## src/rtl/dma_pkg.sv

```systemverilog
package dma_pkg;
  typedef enum logic [2:0] {
    ST_IDLE,   // waiting for a peripheral request
    ST_ASK,    // bus requested, grant not yet seen
    ST_MOVE,   // bus owned, one word per cycle (or read issue)
    ST_FETCH,  // read data returning, hand it to the peripheral
    ST_HAND,   // bus request withdrawn, waiting for grant to fall
    ST_NOTE    // one-cycle completion interrupt
  } dma_state_e;

  localparam logic [1:0] SEL_ADDR = 2'd0;
  localparam logic [1:0] SEL_CNT  = 2'd1;
  localparam logic [1:0] SEL_CTRL = 2'd2;
endpackage

```

## src/rtl/dma_regs.sv

```systemverilog
module dma_regs #(
  parameter int DW = 16,
  parameter int AW = 16,
  parameter int CW = 16
) (
  input  logic          clk,
  input  logic          rst_n,
  input  logic          wr_en,
  input  logic [1:0]    sel,
  input  logic [DW-1:0] wdata,
  output logic [DW-1:0] rdata,
  input  logic          step,
  output logic [AW-1:0] addr_q,
  output logic [CW-1:0] cnt_q,
  output logic          dir_q,
  output logic          cnt_zero,
  output logic          cnt_last
);
  import dma_pkg::*;

  localparam logic [CW-1:0] CNT_ONE = CW'(1);

  function automatic logic [AW-1:0] addr_advance(input logic [AW-1:0] a);
    return a + AW'(1);
  endfunction

  function automatic logic [CW-1:0] cnt_retire(input logic [CW-1:0] c);
    return c - CW'(1);
  endfunction

  always_ff @(posedge clk or negedge rst_n) begin
    if (!rst_n) begin
      addr_q <= '0;
      cnt_q  <= '0;
      dir_q  <= 1'b0;
    end else if (wr_en) begin
      case (sel)
        SEL_ADDR: addr_q <= AW'(wdata);
        SEL_CNT:  cnt_q  <= CW'(wdata);
        SEL_CTRL: dir_q  <= wdata[0];
        default: ;
      endcase
    end else if (step) begin
      addr_q <= addr_advance(addr_q);
      cnt_q  <= cnt_retire(cnt_q);
    end
  end

  assign cnt_zero = (cnt_q == '0);
  assign cnt_last = (cnt_q == CNT_ONE);

  always_comb begin
    case (sel)
      SEL_ADDR: rdata = DW'(addr_q);
      SEL_CNT:  rdata = DW'(cnt_q);
      SEL_CTRL: rdata = DW'(dir_q);
      default:  rdata = '0;
    endcase
  end
endmodule

```

## src/rtl/dma_fsm.sv

```systemverilog
module dma_fsm (
  input  logic clk,
  input  logic rst_n,
  input  logic dev_req,
  input  logic bus_grant,
  input  logic dir,
  input  logic cnt_zero,
  input  logic cnt_last,
  output logic bus_req,
  output logic dev_ack,
  output logic mem_rd,
  output logic mem_wr,
  output logic step,
  output logic done_irq
);
  import dma_pkg::*;

  dma_state_e state_q, state_d;

  always_comb begin
    state_d = state_q;
    unique case (state_q)
      ST_IDLE:  if (dev_req && !cnt_zero && !bus_grant) state_d = ST_ASK;
      ST_ASK:   if (bus_grant) state_d = ST_MOVE;
      ST_MOVE:  if (bus_grant && dev_req) begin
                  if (dir)           state_d = ST_FETCH;
                  else if (cnt_last) state_d = ST_HAND;
                end
      ST_FETCH: if (bus_grant) state_d = cnt_last ? ST_HAND : ST_MOVE;
      ST_HAND:  if (!bus_grant) state_d = ST_NOTE;
      ST_NOTE:  state_d = ST_IDLE;
      default:  state_d = ST_IDLE;
    endcase
  end

  always_ff @(posedge clk or negedge rst_n) begin
    if (!rst_n) state_q <= ST_IDLE;
    else        state_q <= state_d;
  end

  logic owning;
  assign owning   = (state_q == ST_MOVE) || (state_q == ST_FETCH);
  assign bus_req  = (state_q == ST_ASK) || owning;
  assign dev_ack  = owning && bus_grant;
  assign mem_wr   = (state_q == ST_MOVE) && bus_grant && dev_req && !dir;
  assign mem_rd   = (state_q == ST_MOVE) && bus_grant && dev_req && dir;
  assign step     = mem_wr || ((state_q == ST_FETCH) && bus_grant);
  assign done_irq = (state_q == ST_NOTE);
endmodule

```

## src/rtl/dma_ctl.sv

```systemverilog
module dma_ctl #(
  parameter int DW = 16,
  parameter int AW = 16,
  parameter int CW = 16
) (
  input  logic          clk,
  input  logic          rst_n,
  input  logic          cpu_wr,
  input  logic [1:0]    cpu_sel,
  input  logic [DW-1:0] cpu_wdata,
  output logic [DW-1:0] cpu_rdata,
  input  logic          dev_req,
  output logic          dev_ack,
  input  logic [DW-1:0] dev_din,
  output logic [DW-1:0] dev_dout,
  output logic          dev_xfer,
  output logic          bus_req,
  input  logic          bus_grant,
  output logic [AW-1:0] mem_addr,
  output logic [DW-1:0] mem_wdata,
  input  logic [DW-1:0] mem_rdata,
  output logic          mem_rd,
  output logic          mem_wr,
  output logic          done_irq
);
  // named internal events, watched by the bound checker
  logic          reg_wr_ok;
  logic          word_step;
  logic          cnt_zero;
  logic          cnt_last;
  logic          dir_q;
  logic [AW-1:0] addr_q;
  logic [CW-1:0] cnt_q;

  assign reg_wr_ok = cpu_wr && !bus_grant && !bus_req;

  dma_regs #(.DW(DW), .AW(AW), .CW(CW)) u_regs (
    .clk      (clk),
    .rst_n    (rst_n),
    .wr_en    (reg_wr_ok),
    .sel      (cpu_sel),
    .wdata    (cpu_wdata),
    .rdata    (cpu_rdata),
    .step     (word_step),
    .addr_q   (addr_q),
    .cnt_q    (cnt_q),
    .dir_q    (dir_q),
    .cnt_zero (cnt_zero),
    .cnt_last (cnt_last)
  );

  dma_fsm u_fsm (
    .clk       (clk),
    .rst_n     (rst_n),
    .dev_req   (dev_req),
    .bus_grant (bus_grant),
    .dir       (dir_q),
    .cnt_zero  (cnt_zero),
    .cnt_last  (cnt_last),
    .bus_req   (bus_req),
    .dev_ack   (dev_ack),
    .mem_rd    (mem_rd),
    .mem_wr    (mem_wr),
    .step      (word_step),
    .done_irq  (done_irq)
  );

  assign mem_addr  = addr_q;
  assign mem_wdata = dev_din;
  assign dev_dout  = mem_rdata;
  assign dev_xfer  = word_step;
endmodule

```

## config.mk

```make
export PLATFORM = sky130hd
export DESIGN_NAME = dma_ctl
export DESIGN_NICKNAME = d
export VERILOG_FILES = /design/src/rtl/dma_pkg.sv /design/src/rtl/dma_regs.sv /design/src/rtl/dma_fsm.sv /design/src/rtl/dma_ctl.sv
export SDC_FILE = /design/constraint.sdc
export NUM_CORES = 1
export LEC_CHECK = 0
export ABC_AREA = 1
export ABC_CLOCK_PERIOD_IN_PS = 4000
export BUFFER_PORTS_ARGS = -buffer_cell sky130_fd_sc_hd__clkbuf_2
export CAP_MARGIN = 20
export CORE_ASPECT_RATIO = 0.9
export CORE_MARGIN = 5
export CORE_UTILIZATION = 40
export DETAILED_ROUTE_END_ITERATION = 10
export GPL_TIMING_DRIVEN = 0
export PLACE_DENSITY = 0.73
export SLEW_MARGIN = 0
export SYNTH_ARGS = -nofsm -noshare
export SYNTH_HDL_FRONTEND = slang
export SYNTH_HIERARCHICAL = 1
export SYNTH_SLANG_ARGS = --single-unit
export TNS_END_PERCENT = 20
```

## constraint.sdc

```tcl
create_clock -name clk -period 4 [get_ports clk]
set_clock_uncertainty 0.1 [all_clocks]
set_input_delay 1.2 -clock clk [delete_from_list [all_inputs] [get_ports clk]]
set_output_delay 1.2 -clock clk [all_outputs]
set_load 0.005 [all_outputs]
```

==> impl_metrics.yaml, run 1 <==
setup_path:
  required_ns: 2.70
  crit_path_end_kind: "output port"
  critPathMaxFanout: 10
  ff2ff_path_depth: 8
  r2r_end: "u_regs/cnt_q[1]$_DFFE_PN0P_"
  crit_type: "in -> out"
  r2r_start: "u_fsm/state_q[0]$_DFFE_PN0P_"
  crit_arrival_ns: 2.38
  start_kind: "input pin"
  rrSetupSlack_ns: 1.82
die:
  rows: 30
  ioPinCount: 125
  die_area_mm2: 0.009618
  die_h_um: 93.54
  die_w_um: 102.8
  core_area_mm2: 0.007545
  start_util: 0.4111
timing:
  setup_viol: 0
  final_hold_viol_count: 0
  finalSetupTns_ns: 0
  slew_violations: 0
  fin_crit_sh: 0.9203
  rsz0062_at_grt: "false"
  holdWs_ns: 0.4765
  slew_headroom: 0.3815
  worst-slew-pin-transition_ns: 0.9278
  fmax_ghz: 0.2717
  period_needed_ns: 3.681
clock_tree:
  cts_made_buffers: 5
  cts_sinks: 36
  post_cts_resized: 0
  clk_latency_ns: 0.29
  clockBufferDepth: 2
  clkTransAtPathRegs_ns: 0.07
  htree_num_levels: 2
  root_buffer: "clkbuf_8"
  ctsHoldBuffers: 0
  cts_tree: "built"
  cts_setup_buffers: 0
run_status:
  status: "finished, final reports clean"
logic_synthesis:
  postSynthCellCount: 469
  postSynthAreaPerCell_um2: 6.613
  synth_area_leaders: "dfrtp_1 (29%), nand2_1 (15%), buf_4 (8.2%)"
  synthTopCellsByCount: "nand2_1 (123), nor2_1 (51), inv_1 (43)"
  synth_area_mm2: 0.003102
  ys_types: 35
  seq_area_frac_synth: 0.2904
  ys.flop_type: "dfrtp_1"
  ys_warn_count: 6
  async_reset_ff_frac: 1.000
  synth-edff-count: 0
  syn_nets: 527
  yosysTopAreaCellShare: 0.2904
  yosysTopAreaCell: "dfrtp_1"
  synth-seq-cells: 36
  synth_most_common_cell: "nand2_1"
pwr:
  leakage_nw: 2.033
  powerDensity_mw_per_mm2: 615.0
  peakVddDrop_mv: 0.2193
flow_run:
  maxCapViolCount: 0
placement:
  globalplace.congestion: 0.9181
  dp_hpwl_mm: 7.615
  dp_cells: 657
  io_buffers: 92
route:
  viasPerCell: 5.090
  ant_nets: 0
  firstDrtPassIters: 7
  route.vias.total: 3385
  routedWlPerCell_um: 14.42
  drc: 0
  dr.first_iter.drc_count: 259
  wirelength_mm: 9.588
grt:
  grt_pass1_wl_mm: 15.04
  grt_pass1_vias: 3140
  overflow: 0
  antenna_found_initial: 0
  grt_max_degree: 37
  grt_usage: 0.1967
finish:
  syn2layout_area_growth_pct: 22.19
  stdcell_count: 665
  drive_gt1_frac: 0.3269
  insertedDiodeCount: 0
  final_nets: 626
  nFillCells: 776
min_path:
  hp-class: "reg -> reg"
  hp-start: "u_regs/cnt_q[8]$_DFFE_PN0P_"
  hold_depth: 2
  min_to: "u_regs/cnt_q[8]$_DFFE_PN0P_"
-- worst max path at each step --
| stage | depth (start not counted) | start | to | slack, ns |
|---|---|---|---|---|
| global placement | 5 | cpu_sel[1] | cpu_rdata[11] | 0.37 |
| finish | 5 | cpu_sel[1] | cpu_rdata[9] | 0.32 |
| floorplan | 3 | cpu_sel[0] | cpu_rdata[0] | 0.89 |
| detailed placement | 5 | cpu_sel[1] | cpu_rdata[11] | 0.36 |
| CTS | 5 | cpu_sel[1] | cpu_rdata[11] | 0.36 |
| global route | 5 | cpu_sel[1] | cpu_rdata[0] | 0.28 |
-- area by class of cell --
cell class                 count  area [um^2]  area share
buffer                        42        305.3     0.08055
clock inverter                 2        35.03    0.009244
tap                           96        120.1     0.03169
multi-input combinational    339         1700      0.4487
inverter                      52        195.2     0.05150
timing repair buffer          92        460.4      0.1215
sequential                    36        900.9      0.2377
clock buffer                   6        72.57     0.01915
-- metrics by stage --
stage | utilization | instance area (um^2) | setup slack [ns] | total power [mW]
3_3_place_gp | 0.4881 | 3682 | 0.3733 | 1.967
6_report | 0.5023 | 3790 | 0.3188 | 2.331
5_1_grt | 0.5023 | 3790 | 0.2791 | 2.539
3_5_place_dp | 0.4881 | 3682 | 0.3570 | 2.002
4_1_cts | 0.5023 | 3790 | 0.3566 | 2.328
2_1_floorplan | - | 3102 | 0.8933 | 1.585
-- placed cells by master (no fill, tap or decap), drive strengths merged, types with 4 or more instances in the layout --
cell	n
a21oi	22
nor3	4
inv	51
nand4	5
nand2	136
clkbuf	100
nand3	43
dfrtp	36
o22ai	8
a31oi	5
nor2	69
buf	40
o21ai	31
-- kinds of logic after synthesis --
| family | share of synthesized area |
|---|---|
| muxes | 0.003630 |
| and+or+nand+nor | 0.3872 |
| buffers and inverters | 0.1614 |
| AOI/OAI and AO/OA | 0.1396 |
| DFF | 0.2904 |
| xor gates and xnor gates | 0.005648 |
| adders and majority gates | 0.01210 |
-- power by group --
part | switching, mW | leakage [nW] | total, mW | internal [mW]
sequential | 0.255 | 0.428 | 0.782 | 0.527
combinational | 0.750 | 1.55 | 1.23 | 0.476
clock | 0.137 | 0.0552 | 0.322 | 0.185
total | 1.14 | 2.03 | 2.33 | 1.19
-- state kept, by name, indices dropped and copies added, names as in the netlist --
register / flops
u_fsm/state_q: 3
u_regs/addr_q: 16
u_regs/cnt_q: 16
u_regs/dir_q: 1
-- critical path, cell delays in order --
cell and delay [ns]:
clkbuf_2 0.14, nor2_4 0.22, clkinv_1 0.32, o22ai_1 0.33
clkbuf_2 0.16
-- metal layers --
layer,vias to the layer above,GRT usage,routed length [um]
met3,21,0.02610,676
met5,-,0,0
met4,0,0.07012,260
met2,138,0.3446,4790
li1,1682,-,-
met1,1544,0.2444,3860
Note: power is estimated with default switching activity, not from simulation.
==> run 2: changes to the inputs <==
--- a/constraint.sdc
+++ b/constraint.sdc
@@ -4,2 +4,2 @@
 set_output_delay 1.2 -clock clk [all_outputs]
-set_load 0.005 [all_outputs]
+set_load 0.05 [all_outputs]
==> impl_metrics.yaml, run 2 (synthesized netlist as in run 1, its figures left out) <==
grt:
  grt-busiest-layer: "met2"
  antenna_found_initial: 0
  grt_pass1_vias: 3168
  met2_usage: 0.3457
  grt_usage: 0.1965
  grt_pass1_wl_mm: 14.96
  met3_usage: 0.03207
  use_met1: 0.2392
  grt_max_degree: 37
  overflow: 0
die:
  rows: 30
  die_w_um: 102.8
  core_area_mm2: 0.007545
  die_area_mm2: 0.009618
  die_h_um: 93.54
  ioPinCount: 125
  start_util: 0.4111
route:
  drc: 0
  routedWlPerCell_um: 14.34
  ant_nets: 0
  wirelength_mm: 9.521
  viasPerCell: 5.173
  route.vias.total: 3435
  dr.first_iter.drc_count: 280
  firstDrtPassIters: 7
clock_tree:
  cts_tree: "built"
  htree_num_levels: 2
  ctsHoldBuffers: 0
  cts_setup_buffers: 0
  root_buffer: "clkbuf_8"
  cts_made_buffers: 5
  cts_sinks: 36
  clk_latency_ns: 0.30
  clkTransAtPathRegs_ns: 0.08
  post_cts_resized: 0
  clockBufferDepth: 2
pwr:
  peakVddDrop_mv: 0.3932
  leakage_nw: 2.019
  powerDensity_mw_per_mm2: 730.7
timing:
  finalSetupTns_ns: 0
  worst-slew-pin-transition_ns: 0.9227
  rsz0062_at_grt: "false"
  slew_headroom: 0.3848
  slew_violations: 0
  fin_crit_sh: 0.9511
  setup_viol: 0
  fmax_ghz: 0.2628
  period_needed_ns: 3.804
  final_hold_viol_count: 0
finish:
  drive_gt1_frac: 0.3257
  post-route-util: 0.4983
  reg_top3: "u_regs/addr_q x16, u_regs/cnt_q x16, u_fsm/state_q x3"
  final_common_cell: "nand2_1"
  most-common-layout-cells: "nand2_1 (123), clkbuf_2 (92), nor2_1 (51)"
  final_nets: 626
  insertedDiodeCount: 0
  syn2layout_area_growth_pct: 21.22
min_path:
  min_to: "u_regs/cnt_q[14]$_DFFE_PN0P_"
  hp-start: "u_regs/cnt_q[14]$_DFFE_PN0P_"
  hold_depth: 2
  hp-class: "reg -> reg"
setup_path:
  crit_arrival_ns: 2.50
  crit_type: "in -> out"
  ff2ff_path_depth: 8
  rrSetupSlack_ns: 1.81
  required_ns: 2.70
  start_kind: "input pin"
  r2r_start: "u_fsm/state_q[0]$_DFFE_PN0P_"
  crit_path_end_kind: "output port"
  r2r_end: "u_regs/cnt_q[1]$_DFFE_PN0P_"
  critPathMaxFanout: 10
placement:
  globalplace.congestion: 0.9337
  dp_hpwl_mm: 7.601
  io_buffers: 92
flow_run:
  maxCapViolCount: 0
run_status:
  status: "finished, final reports clean"
==> run 2: metal layers <==
layer	part of all wire	vias to the layer above
li1	-	1692
met5	0	-
met3	0.080	22
met2	0.51	158
met4	0.020	0
met1	0.39	1563
==> run 2: power breakdown <==
part	internal (mW)	switching (mW)
Sequential	0.527	0.252
Combinational	0.477	1.24
Clock	0.119	0.137
Total	1.12	1.62
==> run 2: worst max-delay path: stages <==
cell,delay [ns]
clkbuf_2,0.14
nor2_4,0.21
clkinv_1,0.32
o22ai_1,0.31
clkbuf_2,0.32
==> run 2: worst max path at each step <==
stage / startpoint / end / slack, ns / cells after the start
after floorplan: cpu_sel[0] / cpu_rdata[1] / -0.006 / 5
after global placement: cpu_sel[1] / cpu_rdata[9] / 0.22 / 5
after detailed placement: cpu_sel[1] / cpu_rdata[9] / 0.22 / 5
after CTS: cpu_sel[1] / cpu_rdata[9] / 0.22 / 5
after global routing: cpu_sel[1] / cpu_rdata[0] / 0.12 / 5
final: cpu_sel[1] / cpu_rdata[9] / 0.20 / 5
==> run 2: layout make-up <==
type                       count  area (um^2)
buffer                        42        305.3
clock buffer                   6        72.57
clock inverter                 1        5.005
fill                         787         3785
inverter                      52        195.2
multi-input combinational    339         1700
sequential                    36        900.9
tap                           96        120.1
timing repair buffer          92        460.4
==> run 2: through the flow <==
stage / setup slack [ns] / hold slack, ns / instance area [um^2] / cells / power, mW
CTS: 0.2175 / 0.4733 / 3760 / 664 / 2.745
finish: 0.1955 / 0.4692 / 3760 / 664 / 2.747
floorplan: -0.005874 / 0.4150 / 3102 / 469 / 2.070
global route: 0.1167 / 0.5239 / 3760 / 664 / 2.958
global placement: 0.2185 / 0.4438 / 3682 / 657 / 2.453
detailed placement: 0.2181 / 0.4556 / 3682 / 657 / 2.489
==> run 3: changes to the inputs <==
CELL_PAD_IN_SITES_DETAIL_PLACEMENT = 0   (was default)
CELL_PAD_IN_SITES_GLOBAL_PLACEMENT = 1   (was default)
CORE_UTILIZATION = 36   (was 40)
PLACE_DENSITY = 0.95   (was 0.73)
==> impl_metrics.yaml, run 3 (synthesized netlist as in run 1, its figures left out) <==
finish:
  post-route-util: 0.4486
  final_nets: 626
  final_common_cell: "nand2_1"
  syn2layout_area_growth_pct: 22.75
  final_area_mm2: 0.003807
  insertedDiodeCount: 0
  nFillCells: 904
  stdcell_count: 687
  most-common-layout-cells: "nand2_1 (123), clkbuf_2 (92), nor2_1 (51)"
  drive_gt1_frac: 0.3275
  reg_top3: "u_regs/addr_q x16, u_regs/cnt_q x16, u_fsm/state_q x3"
timing:
  fin_crit_sh: 0.9463
  worst-slew-pin-transition_ns: 0.9524
  rsz0062_at_grt: "false"
  slew_violations: 0
  period_needed_ns: 3.785
  setup_viol: 0
  fmax_ghz: 0.2642
  fin_ws_ns: 0.2147
  final_hold_viol_count: 0
  slew_headroom: 0.3651
pwr:
  power.net_switching_mw: 1.641
  pwr-share-seq: 0.279
  p_total_mw: 2.800
  clkPwrFrac: 0.105
  peakVddDrop_mv: 0.2559
  powerDensity_mw_per_mm2: 735.3
  intPower_mw: 1.159
  p_sw_frac: 0.5862
  pwr-share-comb: 0.616
  leakage_nw: 2.028
setup_path:
  critPathMaxFanout: 10
  crit_arrival_ns: 2.49
  slowest_delay_ns: 0.32
  crit_top_cell: "clkbuf_2"
  crit_chain: "clkbuf_2 -> nor2_4 -> clkinv_1 -> o22ai_1 -> clkbuf_2"
  crit_family: "buffers and inverters"
  crit_slowest_cell: "clkbuf_2"
  required_ns: 2.70
  crit_type: "in -> out"
  crit_path_end_kind: "output port"
  path_buf_inv: 3
  start_kind: "input pin"
route:
  viasPerCell: 4.948
  wirelength_mm: 9.749
  ant_nets: 0
  drc: 0
  routedWlPerCell_um: 14.19
  route.vias.total: 3399
  dr.first_iter.drc_count: 203
  firstDrtPassIters: 7
clock_tree:
  post_cts_resized: 0
  cts_made_buffers: 5
  clk_latency_ns: 0.29
  clockBufferDepth: 2
  root_buffer: "clkbuf_8"
  cts_sinks: 36
  cts_setup_buffers: 0
  ctsHoldBuffers: 0
  htree_num_levels: 2
  clkTransAtPathRegs_ns: 0.07
  cts_tree: "built"
placement:
  globalplace.congestion: 0.8860
  dp_hpwl_mm: 7.770
  place_area_mm2: 0.003711
  dp_cells: 680
  io_buffers: 92
  pre_cts_ws_ns: 0.2297
grt:
  grt_pass1_wl_mm: 15.34
  grt_pass1_vias: 3198
  grt_usage: 0.1810
  grt_max_degree: 37
  antenna_found_initial: 0
  overflow: 0
die:
  ioPinCount: 125
  die_w_um: 107.8
  die_h_um: 98.06
  start_util: 0.3654
  rows: 32
  die_area_mm2: 0.01057
  core_area_mm2: 0.008488
flow_run:
  maxCapViolCount: 0
run_status:
  status: "finished, final reports clean"
min_path:
  hp-class: "reg -> reg"
## run 3: worst register-to-register path, stage by stage (launching register included)
cell and delay [ns]:
dfrtp_1 0.47, nor2_2 0.23, nor2_1 0.09, nor2_2 0.12
buf_4 0.21, clkbuf_1 0.45, nand2_1 0.22, a31oi_1 0.21
## run 3: path summary, 6_finish.rpt
| kind | start | endpoint | slack [ns] | cells after the start |
|---|---|---|---|---|
| setup / recovery | cpu_sel[1] | cpu_rdata[9] | 0.21 | 5 |
| hold / removal | u_regs/cnt_q[7]$_DFFE_PN0P_ | u_regs/cnt_q[7]$_DFFE_PN0P_ | 0.47 | 2 |
| setup reg to reg | u_fsm/state_q[0]$_DFFE_PN0P_ | u_regs/addr_q[7]$_DFFE_PN0P_ | 1.83 | 7 |
| hold reg to reg | u_regs/cnt_q[7]$_DFFE_PN0P_ | u_regs/cnt_q[7]$_DFFE_PN0P_ | 0.47 | 2 |
| max in group asynchronous | rst_n | u_regs/cnt_q[13]$_DFFE_PN0P_ | 2.27 | 1 |
| min in group asynchronous | rst_n | u_regs/addr_q[3]$_DFFE_PN0P_ | 0.94 | 1 |
## run 3: cell type report
| type | instances | area, um^2 | area share |
|---|---|---|---|
| Inverter | 52 | 195.2 | 0.05127 |
| Multi-Input combinational cell | 339 | 1700 | 0.4466 |
| Buffer | 42 | 305.3 | 0.08018 |
| Sequential cell | 36 | 900.9 | 0.2366 |
| Tap cell | 119 | 148.9 | 0.03911 |
| Clock buffer | 7 | 96.34 | 0.02530 |
| Timing Repair Buffer | 92 | 460.4 | 0.1209 |
## run 3: through the flow
stage | hold WS (ns) | setup TNS, ns
detailed placement | 0.4497 | 0
global route | 0.5120 | 0
global placement | 0.4436 | 0
floorplan | 0.4150 | -0.01175
CTS | 0.4710 | 0
finish | 0.4726 | 0
## run 3: power by group through the flow
stage / clock (mW) / sequential, mW / combinational [mW]
4_1_cts: 0.299 / 0.777 / 1.72
5_1_grt: 0.313 / 0.815 / 1.87
6_report: 0.293 / 0.782 / 1.72
3_3_place_gp: 0 / 0.777 / 1.69
3_5_place_dp: 0 / 0.784 / 1.71
2_1_floorplan: 0 / 0.967 / 1.10
## run 3: per-layer routing
metal,up-vias,wire (um),track usage
li1,1682,-,-
met1,1572,4196,0.2318
met2,137,4818,0.3145
met3,8,666,0.03371
met4,0,68,0.04272
met5,-,0,0
